--- src/rtl/sram_ctrl_pkg.sv ---
`timescale 1ns/1ps
package sram_ctrl_pkg;

    typedef enum logic [2:0] {
        S_IDLE = 3'd0,
        S_WHZ  = 3'd1,
        S_WDAT = 3'd2,
        S_WEND = 3'd3,
        S_RD   = 3'd4
    } seq_state_e;

    typedef struct packed {
        seq_state_e st;
        logic       ce_n;
        logic       we_n;
        logic       oe_n;
        logic       dq_oe;
    } seq_regs_t;

    // whole clock cycles covering a limit, never below one
    function automatic int to_cycles(input int lim_ps, input int clk_ps);
        int c;
        c = (lim_ps + clk_ps - 1) / clk_ps;
        return (c < 1) ? 1 : c;
    endfunction

    function automatic int imax(input int a, input int b);
        return (a > b) ? a : b;
    endfunction

endpackage

--- src/rtl/sram_ctrl_timer.sv ---
`timescale 1ns/1ps
module sram_ctrl_timer #(
    parameter int CW = 4
) (
    input  logic          clk,
    input  logic          rst_n,
    input  logic          load,
    input  logic [CW-1:0] load_val,
    output logic          done
);
    logic [CW-1:0] cnt_d, cnt_q;

    always_comb begin
        cnt_d = cnt_q;
        if (load)
            cnt_d = load_val;
        else if (cnt_q != '0)
            cnt_d = cnt_q - 1'b1;
    end

    always_ff @(posedge clk or negedge rst_n) begin
        if (!rst_n) cnt_q <= '0;
        else        cnt_q <= cnt_d;
    end

    assign done = (cnt_q == '0);

    // a count that has run out stays out until reloaded
    p_done_holds_r2: assert property (@(posedge clk) disable iff (!rst_n)
        (done && !load) |=> done);

endmodule

--- src/rtl/sram_ctrl_seq.sv ---
`timescale 1ns/1ps
module sram_ctrl_seq
    import sram_ctrl_pkg::*;
#(
    parameter int CW     = 4,
    parameter int HZ_C   = 1,
    parameter int DAT_C  = 1,
    parameter int ACC_C  = 1,
    parameter int REL_C  = 1
) (
    input  logic          clk,
    input  logic          rst_n,
    input  logic          req_valid,
    input  logic          req_write,
    input  logic          ph_done,
    input  logic          rel_done,
    output logic          req_ready,
    output logic          accept,
    output logic          capture,
    output logic          ph_load,
    output logic [CW-1:0] ph_val,
    output logic          rel_load,
    output logic [CW-1:0] rel_val,
    output logic          ce_n,
    output logic          we_n,
    output logic          oe_n,
    output logic          dq_oe
);
    localparam seq_regs_t IDLE_REGS = '{st: S_IDLE, ce_n: 1'b1, we_n: 1'b1,
                                        oe_n: 1'b1, dq_oe: 1'b0};

    seq_regs_t r_d, r_q;

    always_comb begin
        r_d      = r_q;
        accept   = 1'b0;
        capture  = 1'b0;
        ph_load  = 1'b0;
        ph_val   = '0;
        rel_load = 1'b0;
        case (r_q.st)
            S_IDLE: begin
                if (req_valid) begin
                    accept   = 1'b1;
                    ph_load  = 1'b1;
                    r_d.ce_n = 1'b0;
                    r_d.oe_n = 1'b0;
                    if (req_write) begin
                        r_d.st   = S_WHZ;
                        r_d.we_n = 1'b0;
                        ph_val   = CW'(HZ_C - 1);
                    end else begin
                        r_d.st   = S_RD;
                        ph_val   = CW'(ACC_C - 1);
                    end
                end
            end
            S_WHZ: begin
                if (ph_done && rel_done) begin
                    r_d.st    = S_WDAT;
                    r_d.dq_oe = 1'b1;
                    ph_load   = 1'b1;
                    ph_val    = CW'(DAT_C - 1);
                end
            end
            S_WDAT: begin
                if (ph_done) begin
                    r_d.st   = S_WEND;
                    r_d.we_n = 1'b1;
                    r_d.oe_n = 1'b1;
                end
            end
            S_WEND: begin
                r_d = IDLE_REGS;
            end
            S_RD: begin
                if (ph_done) begin
                    r_d      = IDLE_REGS;
                    capture  = 1'b1;
                    rel_load = 1'b1;
                end
            end
            default: r_d = IDLE_REGS;
        endcase
    end

    always_ff @(posedge clk or negedge rst_n) begin
        if (!rst_n) r_q <= IDLE_REGS;
        else        r_q <= r_d;
    end

    assign req_ready = (r_q.st == S_IDLE);
    assign rel_val   = CW'(REL_C);
    assign ce_n      = r_q.ce_n;
    assign we_n      = r_q.we_n;
    assign oe_n      = r_q.oe_n;
    assign dq_oe     = r_q.dq_oe;

    p_we_inside_ce_r2: assert property (@(posedge clk) disable iff (!rst_n)
        !we_n |-> !ce_n);

    p_ready_drops_r8: assert property (@(posedge clk) disable iff (!rst_n)
        (req_valid && req_ready) |=> !req_ready);

    p_no_clash_r9: assert property (@(posedge clk) disable iff (!rst_n)
        dq_oe |-> (oe_n || !we_n || ce_n));

    // drivers enable only after the write strobe has already been low a cycle
    p_wait_before_drive_r3: assert property (@(posedge clk) disable iff (!rst_n)
        $rose(dq_oe) |-> (!we_n && $past(!we_n)));

    // driving continues through the cycle where the strobe rises
    p_hold_after_end_r3: assert property (@(posedge clk) disable iff (!rst_n)
        ($rose(we_n) && !ce_n) |-> dq_oe);

endmodule

--- src/rtl/sram_ctrl_dpath.sv ---
`timescale 1ns/1ps
module sram_ctrl_dpath #(
    parameter int AW = 18,
    parameter int DW = 16
) (
    input  logic          clk,
    input  logic          rst_n,
    input  logic          accept,
    input  logic [AW-1:0] req_addr,
    input  logic [DW-1:0] req_wdata,
    input  logic          capture,
    input  logic [DW-1:0] mem_dq_in,
    input  logic          mem_ce_n,
    input  logic          mem_dq_oe,
    output logic [AW-1:0] mem_addr,
    output logic [DW-1:0] mem_dq_out,
    output logic [DW-1:0] rd_data,
    output logic          rd_valid
);
    typedef struct packed {
        logic [AW-1:0] addr;
        logic [DW-1:0] wdata;
        logic [DW-1:0] rdata;
        logic          rvalid;
    } dp_regs_t;

    dp_regs_t d_d, d_q;

    always_comb begin
        d_d        = d_q;
        d_d.rvalid = capture;
        if (accept) begin
            d_d.addr  = req_addr;
            d_d.wdata = req_wdata;
        end
        if (capture)
            d_d.rdata = mem_dq_in;
    end

    always_ff @(posedge clk or negedge rst_n) begin
        if (!rst_n) d_q <= '0;
        else        d_q <= d_d;
    end

    assign mem_addr   = d_q.addr;
    assign mem_dq_out = d_q.wdata;
    assign rd_data    = d_q.rdata;
    assign rd_valid   = d_q.rvalid;

    p_rdv_single_r6: assert property (@(posedge clk) disable iff (!rst_n)
        rd_valid |=> !rd_valid);

    p_addr_held_r4: assert property (@(posedge clk) disable iff (!rst_n)
        (!mem_ce_n && !$past(mem_ce_n)) |-> $stable(mem_addr));

    p_wdata_held_r4: assert property (@(posedge clk) disable iff (!rst_n)
        (mem_dq_oe && $past(mem_dq_oe)) |-> $stable(mem_dq_out));

endmodule

--- src/rtl/sram_ctrl.sv ---
`timescale 1ns/1ps
module sram_ctrl
    import sram_ctrl_pkg::*;
#(
    parameter int AW          = 18,
    parameter int DW          = 16,
    parameter int CLK_PS      = 20000,
    parameter int T_ADDR_PS   = 15000,
    parameter int T_OEACC_PS  = 7000,
    parameter int T_RC_PS     = 15000,
    parameter int T_REL_PS    = 7000,
    parameter int T_WEHZ_PS   = 7000,
    parameter int T_SETUP_PS  = 8000,
    parameter int T_PULSE_PS  = 12000,
    parameter int T_WC_PS     = 15000
) (
    input  logic          clk,
    input  logic          rst_n,
    input  logic          req_valid,
    output logic          req_ready,
    input  logic          req_write,
    input  logic [AW-1:0] req_addr,
    input  logic [DW-1:0] req_wdata,
    output logic          rd_valid,
    output logic [DW-1:0] rd_data,
    output logic          mem_ce_n,
    output logic          mem_we_n,
    output logic          mem_oe_n,
    output logic [AW-1:0] mem_addr,
    output logic [DW-1:0] mem_dq_out,
    input  logic [DW-1:0] mem_dq_in,
    output logic          mem_dq_oe
);
    localparam int ACC_C = imax(imax(to_cycles(T_ADDR_PS, CLK_PS),
                                     to_cycles(T_OEACC_PS, CLK_PS)),
                                to_cycles(T_RC_PS, CLK_PS));
    localparam int HZ_C  = to_cycles(T_WEHZ_PS, CLK_PS);
    localparam int PW_C  = to_cycles(T_PULSE_PS, CLK_PS);
    localparam int WC_C  = to_cycles(T_WC_PS, CLK_PS);
    localparam int SD_C  = to_cycles(T_SETUP_PS, CLK_PS);
    localparam int DAT_C = imax(imax(SD_C, PW_C - HZ_C), imax(WC_C - HZ_C - 1, 1));
    localparam int REL_C = to_cycles(T_REL_PS, CLK_PS);
    localparam int MAX_C = imax(imax(ACC_C, HZ_C), imax(DAT_C, REL_C));
    localparam int CW    = $clog2(MAX_C + 1);

    logic          accept, capture;
    logic          ph_load, ph_done, rel_load, rel_done;
    logic [CW-1:0] ph_val, rel_val;

    sram_ctrl_seq #(
        .CW(CW), .HZ_C(HZ_C), .DAT_C(DAT_C), .ACC_C(ACC_C), .REL_C(REL_C)
    ) u_seq (
        .clk(clk), .rst_n(rst_n),
        .req_valid(req_valid), .req_write(req_write),
        .ph_done(ph_done), .rel_done(rel_done),
        .req_ready(req_ready), .accept(accept), .capture(capture),
        .ph_load(ph_load), .ph_val(ph_val),
        .rel_load(rel_load), .rel_val(rel_val),
        .ce_n(mem_ce_n), .we_n(mem_we_n), .oe_n(mem_oe_n), .dq_oe(mem_dq_oe)
    );

    sram_ctrl_timer #(.CW(CW)) u_phase (
        .clk(clk), .rst_n(rst_n),
        .load(ph_load), .load_val(ph_val), .done(ph_done)
    );

    sram_ctrl_timer #(.CW(CW)) u_release (
        .clk(clk), .rst_n(rst_n),
        .load(rel_load), .load_val(rel_val), .done(rel_done)
    );

    sram_ctrl_dpath #(.AW(AW), .DW(DW)) u_dpath (
        .clk(clk), .rst_n(rst_n),
        .accept(accept), .req_addr(req_addr), .req_wdata(req_wdata),
        .capture(capture), .mem_dq_in(mem_dq_in),
        .mem_ce_n(mem_ce_n), .mem_dq_oe(mem_dq_oe),
        .mem_addr(mem_addr), .mem_dq_out(mem_dq_out),
        .rd_data(rd_data), .rd_valid(rd_valid)
    );

    p_oe_off_in_write_r5: assert property (@(posedge clk) disable iff (!rst_n)
        (!mem_oe_n && !mem_ce_n && mem_we_n) |-> !mem_dq_oe);

endmodule

--- config.mk ---
export PLATFORM = sky130hd
export DESIGN_NAME = sram_ctrl
export DESIGN_NICKNAME = d
export VERILOG_FILES = /design/src/rtl/sram_ctrl_pkg.sv /design/src/rtl/sram_ctrl_timer.sv /design/src/rtl/sram_ctrl_seq.sv /design/src/rtl/sram_ctrl_dpath.sv /design/src/rtl/sram_ctrl.sv
export SDC_FILE = /design/constraint.sdc
export NUM_CORES = 1
export LEC_CHECK = 0
export BUFFER_PORTS_ARGS = -buffer_cell sky130_fd_sc_hd__buf_2
export CORE_MARGIN = 3
export CORE_UTILIZATION = 52
export CTS_BUF_LIST = sky130_fd_sc_hd__clkbuf_8
export CTS_CLUSTER_DIAMETER = 40
export DETAILED_ROUTE_END_ITERATION = 16
export PLACE_DENSITY = 0.88
export RECOVER_POWER = 25
export SETUP_SLACK_MARGIN = 0.15
export SYNTH_ARGS = -nofsm -noshare
export SYNTH_HDL_FRONTEND = slang
export SYNTH_SLANG_ARGS = --single-unit
export TNS_END_PERCENT = 100
--- constraint.sdc ---
create_clock -name clk -period 2.4 [get_ports clk]
set_input_delay 0.36 -clock clk [delete_from_list [all_inputs] [get_ports clk]]
set_output_delay 0.36 -clock clk [all_outputs]
set_load 0.03 [all_outputs]
Word-level counts from Yosys, hierarchy flattened:

Index checks and enable logic that the tools add are counted.

* bitwise gates (word level): 5
* reductions and logical operators: 9
* add/subtract/negate cells: 2
* muxes and demuxes: 22
* eq/ne operators: 8

Operators with widths (count)
* $pmux 3 s4: 1
* $mux 1: 11
* $mux 3: 3
* $pmux 2 s4: 1
* $reduce_and 4->1: 2
* $mux 7: 1
* $mux 6: 1
* $ne 2x2->1 const B: 3
* $pmux 1 s3: 2
* $reduce_and 3->1: 2
* $not 1->1: 5
* $reduce_and 5->1: 1
* $ne 2x1->1 const B: 2
* $reduce_or 2->1: 2
* $eq 3x1->1 const B: 1
* $eq 3x2->1 const B: 1
* $eq 3x3->1 const B: 1
* $logic_not 3->1: 1
* $mux 2: 1
* $pmux 1 s2: 1
* $sub 1x1->1 const B: 2
* $logic_and 1x1->1: 1

* output and inout port bits: 56
* input port bits: 54
* word-level logic and storage cells: 57
* register bits after elaboration: 60

Longest topological paths before layout:

Gate-level depths: netlist of run 1.

* word-level depth: 5
* mapped depth: 4
* mapped depth without buffers: 2

Cells and area by module:

A second synthesis of run 1 with hierarchy kept.

* cells, all modules: 161
* area total of the unflattened synthesis: 2611.3 µm²

By module, submodules not included
* sram_ctrl_dpath: seq. area each 1276.2 µm², area an instance 2083.2 µm², instances 1, cells an instance 107
* sram_ctrl_seq: seq. area each 178.9 µm², area an instance 457.9 µm², instances 1, cells an instance 48
* sram_ctrl_timer: seq. area each 25.0 µm², area an instance 35.0 µm², instances 2, cells an instance 3

Worst setup path after synthesis of run 1:

Ideal clock, no wire load.

* path type: register to output
* from: register u_seq.r_q[4] in the netlist's numbering
* to: output req_ready
* stages on the path, launching flop included: 3
* arrival time: 1313 ps
* buffers on the path: 1
* required time: 2040 ps
* slack: 727 ps
* cell sequence: dfrtp_1 > clkbuf_1 > nor3_1

* cells in the longest elaborated chain, start to end: 1

RTL lines
* from (decl): line sram_ctrl_seq.sv:32 `seq_regs_t r_d, r_q;`
* from (signal assigned): line sram_ctrl_seq.sv:89 `else r_q <= r_d;`
* $logic_not 3->1: line sram_ctrl_seq.sv:92 `assign req_ready = (r_q.st == S_IDLE);`
* to (decl): line sram_ctrl.sv:20 `output logic req_ready,`

Every way passes these cells.

Final worst setup path of run 1:

* from: register u_seq.r_q[6] in the netlist's numbering
* to: register u_dpath.d_q, in the netlist u_dpath.rd_data[13]

* cells in the longest elaborated chain, start to end: 2

RTL lines
* $eq 3x3->1: line sram_ctrl_seq.sv:41 `case (r_q.st)`
* $mux 1: line sram_ctrl_seq.sv:41
* to (signal assigned): line sram_ctrl_dpath.sv:41 `if (!rst_n) d_q <= '0;`
* to (signal assigned): line sram_ctrl_dpath.sv:42 `else d_q <= d_d;`
* to (decl): line sram_ctrl_dpath.sv:27 `dp_regs_t d_d, d_q;`

Every way passes these cells.
A chain may end at the register's enable or synchronous reset.

==> flow_summary.yaml, run 1 <==
floorplan:
  start_util_pct: 56.6
  rows: 23
  pin_count: 110
  die_h_um: 73.4
  die_w_um: 73.4
  core_area_um2: 4170
  dieArea_um2: 5380
global_routing:
  grt_usage_pct: 19.5
  grt_start_max_net_pins: 32
  antenna_found_initial: 0
  grt_overflow_total: 0
  grt_first_pass_wirelength_um: 7690
  grt_pass1_vias: 1572
drt:
  num_vias: 1558
  drc_errors: 0
  viasPerCell: 5.09
  drt_wl_total_um: 4970
  antenna_left: 0
  wl_met3_um: 376
  wl_met2_um: 2580
  wl_met1_um: 1930
  highest_layer: "met4"
  dr.pass1.iters: 4
  wire_per_inst_um: 16.2
  drtIter0Drc: 94
clock_tree:
  htree_levels: 3
  cts_tree: "yes"
  cts.sinks: 58
  worstSkewPairLatency_ns: 0.32
  holdBufCountCts: 0
  clockBufferDepth: 2
  root_buffer: "clkbuf_8"
  ctsResizeCount: 0
  cts_setup_buffers: 0
  clk_pin_slew_ns: 0.06
  cts_buffers: 9
yosys:
  ys_seq_area_share_pct: 61.7
  yosys_warnings: 0
  synth_top_area_share_pct: 58.3
  synthTopCellsByArea: "dfrtp_1 58%, mux2_4 18%, mux2_2 10%"
  yosysMostFrequentCell: "dfrtp_1"
  ys_async_sr_fraction_pct: 100
  synth_nets: 188
  yosysTopAreaCell: "dfrtp_1"
  synthCells: 134
  synth_seq_cells: 58
  synth_flop_cell: "dfrtp_1"
  synthTopCellsByCount: "55 x dfrtp_1, 29 x mux2_4, 21 x mux2_2"
  synth.distinct_cells: 19
  syn_area_um2: 2360
  syn_area_per_cell_um2: 17.6
  synth_edf_count: 0
setup_path:
  reg2reg_to: "u_dpath.rd_data[13]"
  rrSetupSlack_ns: 0.64
  worstPathRequired_ns: 2.61
  reg2reg_depth: 3
  rr_startpoint: "u_seq.r_q[6]"
  path_class: "flip-flop to flip-flop"
  start_kind: "flip-flop"
  cp.arrival_ns: 1.97
  worst-path-max-fanout: 10
  crit_path_end_kind: "flip-flop"
min_path:
  holdPathEnd: "u_seq.r_q[6]"
  min_path_type: "primary input to flip-flop"
  min_from: "req_write"
  whs_path_depth: 2
timing:
  period_minus_slack_ns: 1.76
  tns_ns: 0
  whs_ns: 0.228
  hold_viol: 0
  setup_viol: 0
  tightest_slew_ns: 1.56
  fin_skew_ns: 0.00616
  setup_ws_ns: 0.637
  min_period_over_period_pct: 73.5
  relSlewSlack_pct: -3.97
  max_freq_mhz: 567
  rsz0062_at_grt: "false"
  drv_slew: 28
layout:
  utilization_pct: 75.2
  drive_above_1_share_pct: 71.9
  area_growth_pct: 33.0
  final_nets: 305
  antenna_cells: 0
power_and_ir_drop:
  pwr_density_cell_nw_per_um2: 1630
  leakage_nw: 1.60
  ir_drop_mv: 0.851
outcome:
  violations: "capacitance limit, slew limit"
  status: "finished, violations left"
placed_design:
  place_hpwl_um: 3680
  pre_cts_slack_ns: 0.613
  gp_congestion: 0.726
  io_buffers: 109
flow_run:
  maxCapViolations: 1
-- worst max-delay path, stage by stage, from the launching register on --
cell,delay (ns)
dfrtp_1,0.54
nor3b_4,0.49
buf_4,0.27
mux2_2,0.35
-- cell usage in the layout (no fill, tap or decap), drive strengths merged --
master	n
buf	112
a21oi	3
nand2b	2
nor3b	1
nor4b	1
nand4bb	1
nor2b	2
dfrtp	55
mux2	50
nand3b	1
clkbuf	13
o21a	2
dfstp	3
clkinv	2
inv	2
nor3	1
o31ai	1
a211o	3
or3b	1
-- stage by stage --
stage          instances  area [um2]  power [mW]
6_report             306        3140        5.12
5_1_grt              306        3140        5.37
4_1_cts              306        3140        5.18
3_5_place_dp         290        2960        4.35
3_3_place_gp         290        2960        4.28
2_1_floorplan        134        2360        3.64
-- where the power goes --
part           switching (mW)  leakage [nW]  internal, mW
Clock                   0.351         0.105         0.448
Sequential              0.321         0.689          1.48
Combinational            1.47         0.809          1.05
Total                    2.14          1.60          2.98
-- sequential cells by signal, summed over array words and instances, names as in the netlist, 3 cells and up --
name,cells
u_dpath.mem_addr,18
u_dpath.rd_data,16
u_dpath.mem_dq_out,16
u_seq.r_q,3
-- metal layers --
| layer | vias to the layer above | GRT usage [%] |
|---|---|---|
| met3 | 7 | 4.51 |
| met2 | 65 | 32.5 |
| met4 | 0 | 9.66 |
| met1 | 774 | 23.9 |
| li1 | 712 | - |
| met5 | - | 0 |
-- logic make-up after synthesis --
kind of cell	synth area share [%]
mux	28.5
flops	61.7
simple gates	4.24
compound gates	2.86
buf+inv	2.76
-- worst max path at each step --
| stage | from | end | slack (ns) |
|---|---|---|---|
| 3_3_place_gp | u_seq.r_q[6] | u_dpath.rd_data[8] | 0.66 |
| 2_1_floorplan | u_seq.r_q[4] | req_ready | 0.73 |
| 4_1_cts | u_seq.r_q[6] | u_dpath.rd_data[13] | 0.61 |
| 5_1_grt | u_seq.r_q[6] | u_dpath.rd_data[3] | 0.54 |
| 6_report | u_seq.r_q[6] | u_dpath.rd_data[13] | 0.64 |
| 3_5_place_dp | u_seq.r_q[6] | u_dpath.rd_data[13] | 0.61 |
-- final cells by class --
class                           count  area, um2
Multi-Input combinational cell     69        840
Tap cell                           50       62.6
Clock inverter                      4       17.5
Clock buffer                       12        165
Fill cell                         285       1030
Timing Repair Buffer              113        599
Sequential cell                    58       1460
No activity file was read; power rests on OpenSTA's default activity.
==> run 2: changes to the inputs <==
- ABC_AREA: default -> 1
- CORE_UTILIZATION: 52 -> 47
- PLACE_DENSITY: 0.88 -> 0.81
- clock period: 2.4 -> 1.8 ns (I/O delays scaled with it)
==> run 2 against run 1 <==
The run now ends clean; sequential cell count unchanged; global-route usage is 0.82 points lower; area after synthesis is 2.5% lower; synthesized cell count rose by 90%; design area decreased by 2.4%; cell count grew 44%; non-clock buffer count is the same; sequential share of layout area increased by 1.1 points; critical path type is now flip-flop to output pin; critical endpoint is now req_ready; largest cell class unchanged; largest power group unchanged.
==> flow_summary.yaml, run 2 <==
min_path:
  min_path_type: "primary input to flip-flop"
  min_from: "mem_dq_in[2]"
layout:
  drive_above_1_share_pct: 36.3
  layout.cells.most_common: "nand2_1"
  postLayoutCellArea_um2: 3070
  antenna_cells: 0
  final_cell_mix: "162 x nand2_1, 108 x buf_2, 55 x dfrtp_1, 11 x clkbuf_8, 8 x inv_1"
  largest_reg_flops: 18
  final_nets: 424
  area_growth_pct: 33.2
  utilization_pct: 67.6
power_and_ir_drop:
  ir_drop_mv: 1.00
  power_frac_seq_pct: 35.3
  p_sw_share_pct: 46.6
  power_switching_mw: 3.07
  leakage_nw: 1.84
  combPwrFrac_pct: 47.1
  power.internal_mw: 3.51
  pwr_density_cell_nw_per_um2: 2150
  power_mw: 6.58
  p_clk_share_pct: 17.7
clock_tree:
  cts_setup_buffers: 0
  root_buffer: "clkbuf_8"
  cts.sinks: 58
  cts_tree: "yes"
  clk_pin_slew_ns: 0.06
  worstSkewPairLatency_ns: 0.32
  clockBufferDepth: 2
  cts_buffers: 9
  htree_levels: 3
placed_design:
  place_hpwl_um: 3760
  gp_congestion: 0.752
  place_area_um2: 2880
  io_buffers: 109
floorplan:
  die_h_um: 76.0
  dieArea_um2: 5770
  pin_count: 110
  start_util_pct: 50.7
  die_w_um: 76.0
  rows: 24
  core_area_um2: 4530
yosys:
  synthCells: 254
  syn_area_um2: 2300
  synth_nets: 308
  synth.distinct_cells: 18
  synth_top_area_share_pct: 59.8
  syn_area_per_cell_um2: 9.06
  synthTopCellsByCount: "162 x nand2_1, 55 x dfrtp_1, 7 x buf_6"
  ys_async_sr_fraction_pct: 100
  yosysMostFrequentCell: "nand2_1"
  ys_seq_area_share_pct: 63.2
  synth_seq_cells: 58
  synth_edf_count: 0
  synth_flop_cell: "dfrtp_1"
  synthTopCellsByArea: "dfrtp_1 60%, nand2_1 26%, dfstp_2 3.4%"
  yosys_warnings: 0
  yosysTopAreaCell: "dfrtp_1"
setup_path:
  slowest_delay_ns: 0.43
  cp_top_family: "flip-flops"
  start_kind: "flip-flop"
  cp.buffers_inverters: 2
  worstPathRequired_ns: 1.53
  slowest_stage: "dfrtp_1"
  cp_cell_sequence: "inv_2, nand2_1, nor2_2, buf_2"
  cp.arrival_ns: 1.29
  rrSetupSlack_ns: 0.29
  rr_startpoint: "u_seq.r_q[5]"
  crit_path_end_kind: "output pin"
  path_class: "flip-flop to output pin"
  critPathLaunch: "u_seq.r_q[5]"
  worst-path-max-fanout: 6
global_routing:
  grt_start_max_net_pins: 35
  grt_first_pass_wirelength_um: 8740
  grt_overflow_total: 0
  grt_usage_pct: 18.7
  grt_pass1_vias: 1947
  antenna_found_initial: 0
timing:
  min_period_over_period_pct: 86.7
  fin_skew_ns: 0.00396
  setup_viol: 0
  tns_ns: 0
  max_freq_mhz: 641
  period_minus_slack_ns: 1.56
  tightest_slew_ns: 0.750
  hold_viol: 0
  relSlewSlack_pct: 50.0
  whs_ns: 0.146
  drv_slew: 0
  rsz0062_at_grt: "true"
drt:
  drt_wl_total_um: 5240
  drc_errors: 0
  antenna_left: 0
  num_vias: 2005
  wire_per_inst_um: 11.9
  viasPerCell: 4.56
  drtIter0Drc: 96
  dr.pass1.iters: 4
flow_run:
  maxCapViolations: 0
outcome:
  status: "finished, final reports clean"
## run 2: cell types whose count changed after synthesis, moves of 3 or more
cell / before / now
nor2_1: 0 / 4
mux2_2: 21 / 0
nand2_1: 0 / 162
inv_2: 0 / 3
o21ai_0: 0 / 3
inv_1: 0 / 5
mux2_4: 29 / 0
a211o_2: 3 / 0
## run 2: power groups by stage
stage	Clock, mW	Combinational, mW	Sequential [mW]
floorplan	0	1.09	3.51
global placement	0	3.05	2.33
detailed placement	0	3.15	2.32
CTS	1.19	3.14	2.32
global route	1.26	3.35	2.40
finish	1.16	3.10	2.32
## run 2: repair_timing
| action | CTS | global route |
|---|---|---|
| hold endpoints to repair | 4 | 0 |
| gates resized for setup | 0 | 0 |
| endpoints found under the setup margin | 0 | 2 |
| hold buffers | 1 | 0 |
## run 2: worst min-delay path, cell delays in order
cell,delay [ns]
buf_2,0.07
nand2_1,0.04
nand2_1,0.04
## run 2: final cells by class
cell class	instances	area (um2)
inverter	8	30.0
multi-input combinational	180	729
clock inverter	5	46.3
tap	65	81.3
sequential	58	1460
fill	378	1470
clock buffer	11	151
timing repair buffer	113	572
## run 2: through the flow
step	setup WS (ns)	cells
floorplan	0.341	254
global placement	0.378	423
detailed placement	0.289	423
CTS	0.221	440
global route	0.133	440
finish	0.239	440
## run 2: per-layer routing
metal	vias to the layer above	share of wire [%]	GRT usage [%]
li1	1000	-	-
met1	913	44	23.2
met2	85	47	30.6
met3	7	7.9	5.79
met4	0	0.99	7.61
met5	-	0	0
## run 2: final timing paths
path / end / cells past startpoint
worst max-delay path: req_ready / 4
worst min-delay path: u_dpath.rd_data[2] / 3
worst max register to register: u_dpath.mem_addr[2] / 6
worst min register to register: u_seq.we_n / 2
max in group asynchronous: u_dpath.mem_dq_out[14] / 3
min in group asynchronous: u_dpath.mem_dq_out[8] / 2
## run 2: logic make-up after synthesis
family	share of synthesized area (%)
AND/OR/NAND/NOR	30.3
flip-flops	63.2
buffers and inverters	5.06
AO/OA/AOI/OAI	1.36
==> run 3: changes to the inputs <==
- BUFFER_PORTS_ARGS: -buffer_cell sky130_fd_sc_hd__buf_2 -> -buffer_cell sky130_fd_sc_hd__clkbuf_2
==> run 3 against run 2 <==
Worst hold slack about the same; largest cell class unchanged; critical path depth unchanged; die area unchanged; register-to-register slack improved by 0.02 ns; sequential cell count unchanged; cell count decreased by 0.23%; clock skew about the same; first-iteration DRC count decreased by 24%; sequential power increased by 2%; routed wire length decreased by 0.78%; power decreased by 2.1%; combinational power about the same.
==> flow_summary.yaml, run 3 (synthesis gave the netlist of run 2 again) <==
timing:
  setup_viol: 0
  rsz0062_at_grt: "true"
  fin_skew_ns: 0.00427
  drv_slew: 0
  whs_ns: 0.146
  tns_ns: 0
  max_freq_mhz: 648
  hold_viol: 0
  relSlewSlack_pct: 49.0
  tightest_slew_ns: 0.764
  min_period_over_period_pct: 85.7
  period_minus_slack_ns: 1.54
layout:
  final_cell_mix: "162 x nand2_1, 108 x clkbuf_2, 55 x dfrtp_1, 11 x clkbuf_8, 7 x inv_1"
  multiInputGateArea_um2: 729
  antenna_cells: 0
  largest_reg_flops: 18
  instances_no_fill: 439
  layout.cells.most_common: "nand2_1"
  fillers: 373
  final_nets: 423
  drive_above_1_share_pct: 36.6
  area_growth_pct: 32.1
  seqCellArea_um2: 1460
  utilization_pct: 67.1
setup_path:
  cp.depth: 4
  path_class: "flip-flop to output pin"
  cp.arrival_ns: 1.27
  cp.buffers_inverters: 2
  cp_top_family: "flip-flops"
  endpoint: "req_ready"
  worst-path-max-fanout: 6
  slowest_delay_ns: 0.43
  reg2reg_to: "u_dpath.mem_dq_out[5]"
  slowest_stage: "dfrtp_1"
  reg2reg_depth: 6
  cp_cell_sequence: "inv_2, nand2_1, nor2_2, buf_2"
  critPathLaunch: "u_seq.r_q[5]"
  worstPathRequired_ns: 1.53
  rr_startpoint: "u_seq.r_q[5]"
  rrSetupSlack_ns: 0.31
  start_kind: "flip-flop"
  crit_path_end_kind: "output pin"
global_routing:
  grt_start_max_net_pins: 59
  grt_overflow_total: 0
  grt_usage_pct: 18.9
  grt_pass1_vias: 1936
  grt_first_pass_wirelength_um: 8780
  antenna_found_initial: 0
power_and_ir_drop:
  pwr_density_cell_nw_per_um2: 2120
  leakage_nw: 1.83
  power_mw: 6.44
  ir_drop_mv: 1.11
floorplan:
  dieArea_um2: 5770
  start_util_pct: 50.7
  die_w_um: 76.0
  core_area_um2: 4530
  pin_count: 110
  die_h_um: 76.0
  rows: 24
clock_tree:
  cts_buffers: 9
  cts_tree: "yes"
  worstSkewPairLatency_ns: 0.31
  clk_pin_slew_ns: 0.06
  cts_setup_buffers: 0
  htree_levels: 3
  clockBufferDepth: 2
  root_buffer: "clkbuf_8"
  cts.sinks: 58
drt:
  antenna_left: 0
  wire_per_inst_um: 11.8
  drc_errors: 0
  drt_wl_total_um: 5200
  viasPerCell: 4.53
  drtIter0Drc: 73
  num_vias: 1990
  dr.pass1.iters: 4
flow_run:
  maxCapViolations: 0
min_path:
  whs_path_depth: 3
  min_path_type: "primary input to flip-flop"
placed_design:
  gp_congestion: 0.744
  io_buffers: 109
  place_hpwl_um: 3730
  dp_cells: 422
outcome:
  status: "finished, final reports clean"
[run 3: changes by cell type in the layout (fill, tap and decap cells not counted), sizes merged]
| cell | previous run | this run |
|---|---|---|
| buf | 109 | 2 |
| clkbuf | 14 | 120 |
| clkinv | 1 | 3 |
| bufinv | 1 | 0 |
| inv | 11 | 10 |
[run 3: worst min path at each step]
| stage | from | to | slack [ns] |
|---|---|---|---|
| after floorplan | rst_n | u_dpath.mem_addr[0] | -0.03 |
| after global placement | rst_n | u_dpath.mem_dq_out[8] | 0.30 |
| after detailed placement | rst_n | u_dpath.mem_dq_out[7] | 0.30 |
| after CTS | mem_dq_in[4] | u_dpath.rd_data[4] | 0.13 |
| after global routing | req_addr[12] | u_dpath.mem_addr[12] | 0.14 |
| final | mem_dq_in[4] | u_dpath.rd_data[4] | 0.15 |
[run 3: layout make-up]
class / count / share of cell area, %
tap: 65 / 2.67
timing repair buffer: 112 / 18.8
multi-input combinational: 180 / 24.0
inverter: 8 / 0.988
clock buffer: 11 / 4.98
clock inverter: 5 / 0.741
sequential: 58 / 47.9
[run 3: layer usage]
layer	track usage [%]	vias to the layer above	part of all wire, %
li1	-	996	-
met1	23.7	895	45
met2	30.1	93	47
met3	6.74	6	8.0
met4	7.43	0	0.92
met5	0	-	0
[run 3: timing repair]
| action | CTS | global route |
|---|---|---|
| setup endpoints to repair | 0 | 5 |
| hold buffers | 1 | 0 |
| endpoints found under the hold margin | 55 | 0 |
| gates resized for setup | 0 | 1 |
[run 3: report_power, final]
| part | internal [mW] | leakage [nW] | total (mW) | switching [mW] |
|---|---|---|---|---|
| sequential | 1.96 | 0.711 | 2.36 | 0.394 |
| clock | 0.557 | 0.101 | 1.01 | 0.453 |
| combinational | 0.836 | 1.02 | 3.07 | 2.24 |
[run 3: through the flow]
step / setup slack [ns] / instance area [um2]
floorplan: 0.341 / 2300
global placement: 0.370 / 2870
detailed placement: 0.301 / 2870
CTS: 0.226 / 3050
global route: 0.117 / 3040
finish: 0.257 / 3040
[run 3: worst min-delay path: cells and delay by family]
kind          cells  cell delay (ns)
buf+inv           1             0.07
simple gates      2             0.08
